--- src/rtl/da_fir_pkg.sv ---
package da_fir_pkg;

  typedef enum logic {
    PH_IDLE = 1'b0,
    PH_RUN  = 1'b1
  } phase_t;

  // Weight one table word by its bit position; the sign plane is negated.
  function automatic int plane_weighted(input int term, input int idx, input bit neg);
    int v;
    v = term <<< idx;
    return neg ? -v : v;
  endfunction

endpackage

--- src/rtl/da_fir_sample_bank.sv ---
module da_fir_sample_bank #(
  parameter int NTAPS    = 8,
  parameter int SAMPLE_W = 8
) (
  input  logic                      clk,
  input  logic                      rst,
  input  logic                      load,
  input  logic                      shift,
  input  logic [NTAPS*SAMPLE_W-1:0] samples_in,
  output logic [NTAPS-1:0]          plane
);

  for (genvar k = 0; k < NTAPS; k++) begin : g_tap
    logic [SAMPLE_W-1:0] sreg;

    always_ff @(posedge clk) begin
      if (rst) begin
        sreg <= '0;
      end else if (load) begin
        sreg <= samples_in[k*SAMPLE_W +: SAMPLE_W];
      end else if (shift) begin
        sreg <= sreg >> 1;
      end
    end

    assign plane[k] = sreg[0];
  end

endmodule

--- src/rtl/da_fir_lut.sv ---
module da_fir_lut #(
  parameter int                     NTAPS  = 8,
  parameter int                     COEF_W = 8,
  parameter int                     LUT_W  = 8,
  parameter logic [NTAPS*COEF_W-1:0] COEFS = '0
) (
  input  logic [NTAPS-1:0]        addr,
  output logic signed [LUT_W-1:0] word
);

  localparam int DEPTH = 1 << NTAPS;

  function automatic logic signed [LUT_W-1:0] table_word(input int a);
    int s;
    s = 0;
    for (int k = 0; k < NTAPS; k++) begin
      if (((a >> k) & 1) == 1) begin
        s = s + int'($signed(COEFS[k*COEF_W +: COEF_W]));
      end
    end
    return LUT_W'(s);
  endfunction

  logic signed [LUT_W-1:0] rom [DEPTH];

  for (genvar a = 0; a < DEPTH; a++) begin : g_word
    assign rom[a] = table_word(a);
  end

  assign word = rom[addr];

endmodule

--- src/rtl/da_fir_accum.sv ---
module da_fir_accum
  import da_fir_pkg::*;
#(
  parameter int ACC_W = 16,
  parameter int LUT_W = 8,
  parameter int IDX_W = 3
) (
  input  logic                    clk,
  input  logic                    rst,
  input  logic                    clear,
  input  logic                    step,
  input  logic                    subtract,
  input  logic [IDX_W-1:0]        idx,
  input  logic signed [LUT_W-1:0] term,
  output logic signed [ACC_W-1:0] acc_next
);

  logic signed [ACC_W-1:0] acc;

  always_comb begin
    acc_next = acc + ACC_W'(plane_weighted(int'(term), int'(idx), subtract));
  end

  always_ff @(posedge clk) begin
    if (rst || clear) begin
      acc <= '0;
    end else if (step) begin
      acc <= acc_next;
    end
  end

endmodule

--- src/rtl/da_fir_ctrl.sv ---
module da_fir_ctrl
  import da_fir_pkg::*;
#(
  parameter int SAMPLE_W = 8,
  parameter int IDX_W    = 3
) (
  input  logic             clk,
  input  logic             rst,
  input  logic             start,
  output logic             load_fire,
  output logic             step,
  output logic             last_plane,
  output logic [IDX_W-1:0] bit_idx
);

  phase_t           phase;
  logic [IDX_W-1:0] cnt;

  assign step       = (phase == PH_RUN);
  assign load_fire  = start && (phase == PH_IDLE);
  assign last_plane = step && (cnt == IDX_W'(SAMPLE_W - 1));
  assign bit_idx    = cnt;

  always_ff @(posedge clk) begin
    if (rst) begin
      phase <= PH_IDLE;
      cnt   <= '0;
    end else if (load_fire) begin
      phase <= PH_RUN;
      cnt   <= '0;
    end else if (step) begin
      if (last_plane) begin
        phase <= PH_IDLE;
        cnt   <= '0;
      end else begin
        cnt <= cnt + 1'b1;
      end
    end
  end

endmodule

--- src/rtl/da_fir_filter.sv ---
module da_fir_filter #(
  parameter int                      NTAPS    = 8,
  parameter int                      SAMPLE_W = 8,
  parameter int                      COEF_W   = 8,
  parameter int                      LUT_W    = 8,
  parameter int                      ACC_W    = 16,
  parameter logic [NTAPS*COEF_W-1:0] COEFS    =
    {8'hE5, 8'hF3, 8'h04, 8'h0C, 8'h0C, 8'h04, 8'hF3, 8'hE5}
) (
  input  logic                      clk,
  input  logic                      rst,
  input  logic                      start,
  input  logic [NTAPS*SAMPLE_W-1:0] samples_in,
  output logic [ACC_W-1:0]          y_out,
  output logic                      y_valid
);

  localparam int IDX_W = (SAMPLE_W > 1) ? $clog2(SAMPLE_W) : 1;

  logic                    load_fire;
  logic                    step;
  logic                    last_plane;
  logic [IDX_W-1:0]        bit_idx;
  logic [NTAPS-1:0]        plane;
  logic signed [LUT_W-1:0] lut_word;
  logic signed [ACC_W-1:0] acc_next;

  da_fir_ctrl #(.SAMPLE_W(SAMPLE_W), .IDX_W(IDX_W)) u_ctrl (
    .clk(clk), .rst(rst), .start(start),
    .load_fire(load_fire), .step(step),
    .last_plane(last_plane), .bit_idx(bit_idx)
  );

  da_fir_sample_bank #(.NTAPS(NTAPS), .SAMPLE_W(SAMPLE_W)) u_bank (
    .clk(clk), .rst(rst), .load(load_fire), .shift(step),
    .samples_in(samples_in), .plane(plane)
  );

  da_fir_lut #(.NTAPS(NTAPS), .COEF_W(COEF_W), .LUT_W(LUT_W), .COEFS(COEFS)) u_lut (
    .addr(plane), .word(lut_word)
  );

  da_fir_accum #(.ACC_W(ACC_W), .LUT_W(LUT_W), .IDX_W(IDX_W)) u_acc (
    .clk(clk), .rst(rst), .clear(load_fire), .step(step),
    .subtract(last_plane), .idx(bit_idx), .term(lut_word),
    .acc_next(acc_next)
  );

  always_ff @(posedge clk) begin
    if (rst) begin
      y_out   <= '0;
      y_valid <= 1'b0;
    end else begin
      y_valid <= last_plane;
      if (last_plane) begin
        y_out <= acc_next;
      end
    end
  end

endmodule

--- config.mk ---
export PLATFORM = sky130hd
export DESIGN_NAME = da_fir_filter
export DESIGN_NICKNAME = d
export VERILOG_FILES = /design/src/rtl/da_fir_pkg.sv /design/src/rtl/da_fir_sample_bank.sv /design/src/rtl/da_fir_lut.sv /design/src/rtl/da_fir_accum.sv /design/src/rtl/da_fir_ctrl.sv /design/src/rtl/da_fir_filter.sv
export SDC_FILE = /design/constraint.sdc
export NUM_CORES = 1
export LEC_CHECK = 0
export ABC_AREA = 1
export BUFFER_PORTS_ARGS = -buffer_cell sky130_fd_sc_hd__buf_4
export CAP_MARGIN = 0
export CORE_ASPECT_RATIO = 1.75
export CORE_MARGIN = 3
export CORE_UTILIZATION = 50
export CTS_CLUSTER_DIAMETER = 100
export DETAILED_ROUTE_END_ITERATION = 8
export PLACE_DENSITY = 0.7
export SLEW_MARGIN = 20
export SYNTH_ARGS = -nofsm -noshare
export SYNTH_HDL_FRONTEND = slang
export SYNTH_SLANG_ARGS = --single-unit
export TNS_END_PERCENT = 100
--- constraint.sdc ---
create_clock -name clk -period 5.1 [get_ports clk]
set_input_delay 1.02 -clock clk [delete_from_list [all_inputs] [get_ports clk]]
set_output_delay 1.02 -clock clk [all_outputs]
set_load 0.005 [all_outputs]
==> qor.csv <==
metric;value;unit
p_leak;4.48;nW
grt_antenna_before_repair;0;
grt_pass1_vias;7042;
firstDrtPassIters;4;
start_util;0.519;
drt_iter0_drc;384;
clock-sinks;101;
finalPower;2.23;mW
synth_top_area_frac;0.287;
ios;84;
fin_nets;1343;
max_cap_viol_count;0;
rsz0062_at_grt;false;
clk-insertion-delay-late;350;ps
async_flop_share;0;
ys_seq_area_frac;0.287;
setup_viol;0;
gp_congestion;0.999;
drive_above_1_share;0.125;
synth_area_leaders;dfxtp_1, nand2_1, nand3_1, inv_1, ha_1;
pwr_density_cell;276;nW/um^2
arrival;4770;ps
busiest_layer;met2;
slew-limit-headroom;0.425;
cp-endpoint;u_acc.acc[15]$_SDFFE_PP0P_;
postSynthAreaPerCell;5.91;um^2
wirelength;19.7;mm
cp_max_fo;7;
track_usage;0.263;
synthFlopType;dfxtp_1;
cts_tree;done;
die_x;95.8;um
final_core_util;0.593;
avgViaCountPerCell;5.22;
hp-class;reg -> reg;
rr_startpoint;u_bank.g_tap[0].sreg[0]$_SDFFE_PP0P_;
max_freq;222;MHz
grt_pass1_wl;32.8;mm
grt_start_max_net_pins;81;
hold_depth;2;
critPathMostFrequentCell;nand2_1;
crit_required;5360;ps
synth_top_area_cell;dfxtp_1;
max_stage_delay;340;ps
hpwlAfterDp;14.4;mm
rrSetupSlack;590;ps
diodes;0;
dpl.cell_count;1410;
holdBufCountCts;0;
reg2reg_depth;32;
worst_pin_slew;862;ps
core;13600;um^2
synth_edf_count;0;
grt_use_met2;0.463;
cp-startpoint;u_bank.g_tap[0].sreg[0]$_SDFFE_PP0P_;
hold_violations;0;
wl_per_cell;13.8;um
cts_buffers;9;
fin_cells;1426;
netlist_instances;1194;
cts-htree-levels;3;
fin_crit_sh;0.885;
area_delta_synth_final;14.1;%
grt_util_met1;0.290;
syn_area;7060;um^2
crit_type;reg -> reg;
maxSlewViolCount;0;
clockRootBuffer;clkbuf_16;
vias;7445;
drc;0;
syn-num-nets;1290;
setup.worst_path.end_class;flip-flop;
fin_crit;4510;ps
slowest_stage;ha_1;
antenna_left;0;
overflow;0;
clockBufferDepth;2;
synth-seq-cells;101;
r2r_end;u_acc.acc[15]$_SDFFE_PP0P_;
clk_pin_slew;80;ps
status;finished, final reports clean;
ys_types;38;
yosysWarnings;0;
finalSetupTns;0;ps
fin_ws;586;ps
vdd.ir_drop.worst;0.221;mV
fp.dieH;163;um
startpoint_type;flip-flop;
place_ws;291;ps
die_area;15600;um^2
io_buffers;83;
rows;56;
finalClockSkew;12.5;ps
grt_util_met3;0.0465;
[layout make-up]
class / count / area, um^2
Clock buffer: 10 / 229
Clock inverter: 6 / 63.8
Fill cell: 1444 / 5540
Inverter: 129 / 487
Multi-Input combinational cell: 905 / 4280
Sequential cell: 101 / 2020
Tap cell: 174 / 218
Timing Repair Buffer: 101 / 758
[cells in the mapped netlist, types with 2 or more instances]
library cell    n
a21oi_2         2
buf_2           9
clkinv_1        2
inv_1         117
buf_6           7
buf_1           8
o21ai_2         2
dfxtp_1       101
buf_4           3
xnor2_1        12
o211ai_1        2
xor2_1         17
nand3_1       162
ha_1           28
nand4_1         5
a21boi_0        2
inv_2           9
a21oi_1        45
clkbuf_1       32
nand2_2        15
nor2_1         67
o21ai_1         4
nand2_1       492
o21ai_0        37
[routing by layer]
layer / wire, um / share of wire / vias to the layer above
met5: 0 / 0 / -
met2: 10200 / 0.52 / 186
met1: 7640 / 0.39 / 3366
met3: 835 / 0.042 / 67
met4: 1070 / 0.054 / 0
li1: - / - / 3826
[what timing repair did]
item,CTS,global route
resized for setup,0,7
setup endpoints to repair,0,4
buffers inserted,0,0
[cells in the final DEF, fill, tap and decap left out, types with 4 or more instances in the layout]
cell       synthesis  final
a21oi_1           45     45
buf_4              3    101
clkbuf_16          0      9
dfxtp_1          101    100
ha_1              28     27
inv_1            117    117
inv_2              9      9
nand2_1          492    491
nand2_2           15     16
nand3_1          162    162
nand4_1            5      5
nor2_1            67     65
nor2_4             1      4
o21ai_0           37     35
o21ai_1            4      6
xnor2_1           12     12
xor2_1            17     17
[flip-flops by register name, indices dropped and copies added, names as in the netlist]
signal and count:
y_out 16, y_valid 1, u_ctrl.step 1, u_acc.acc 16
u_ctrl.bit_idx 3, u_bank.g_tap.sreg 64
[power breakdown]
| part | switching, mW | internal, mW | leakage [nW] |
|---|---|---|---|
| registers | 0.0259 | 0.829 | 0.826 |
| logic | 0.439 | 0.251 | 3.52 |
| clock network | 0.335 | 0.345 | 0.140 |
| total | 0.801 | 1.43 | 4.48 |
[worst max-delay path: cells and delay by family, from the launching register on]
kind	cells	cell delay (ps)
and+or+nand+nor	19	1950
AOI/OAI and AO/OA	5	880
buffers and inverters	4	270
xor gates and xnor gates	2	310
adders and majority gates	2	660
DFF	1	330
[metrics by stage]
stage	instance area, um^2	hold WS, ps
after floorplan	7060	445
after global placement	7750	455
after detailed placement	7750	455
after CTS	8050	466
after global routing	8060	486
final	8060	466
[how the worst min path moves through the flow]
stage	startpoint	to	slack [ps]
floorplan	u_acc.acc[0]$_SDFFE_PP0P_	u_acc.acc[0]$_SDFFE_PP0P_	450
global placement	u_bank.g_tap[1].sreg[7]$_SDFFE_PP0P_	u_bank.g_tap[1].sreg[7]$_SDFFE_PP0P_	450
CTS	u_bank.g_tap[7].sreg[7]$_SDFFE_PP0P_	u_bank.g_tap[7].sreg[7]$_SDFFE_PP0P_	470
detailed placement	u_bank.g_tap[7].sreg[7]$_SDFFE_PP0P_	u_bank.g_tap[7].sreg[7]$_SDFFE_PP0P_	460
finish	u_bank.g_tap[0].sreg[7]$_SDFFE_PP0P_	u_bank.g_tap[0].sreg[7]$_SDFFE_PP0P_	470
global route	u_bank.g_tap[7].sreg[7]$_SDFFE_PP0P_	u_bank.g_tap[7].sreg[7]$_SDFFE_PP0P_	490
[cell families after synthesis]
kind of cell | Yosys count | synth area share
adder cells (fa/ha/maj) | 29 | 0.0525
AO/OA/AOI/OAI | 100 | 0.0770
XOR/XNOR | 29 | 0.0360
flip-flops | 101 | 0.287
AND/OR/NAND/NOR | 747 | 0.437
buffers and inverters | 188 | 0.111
Power figures use the tool's default switching activity.
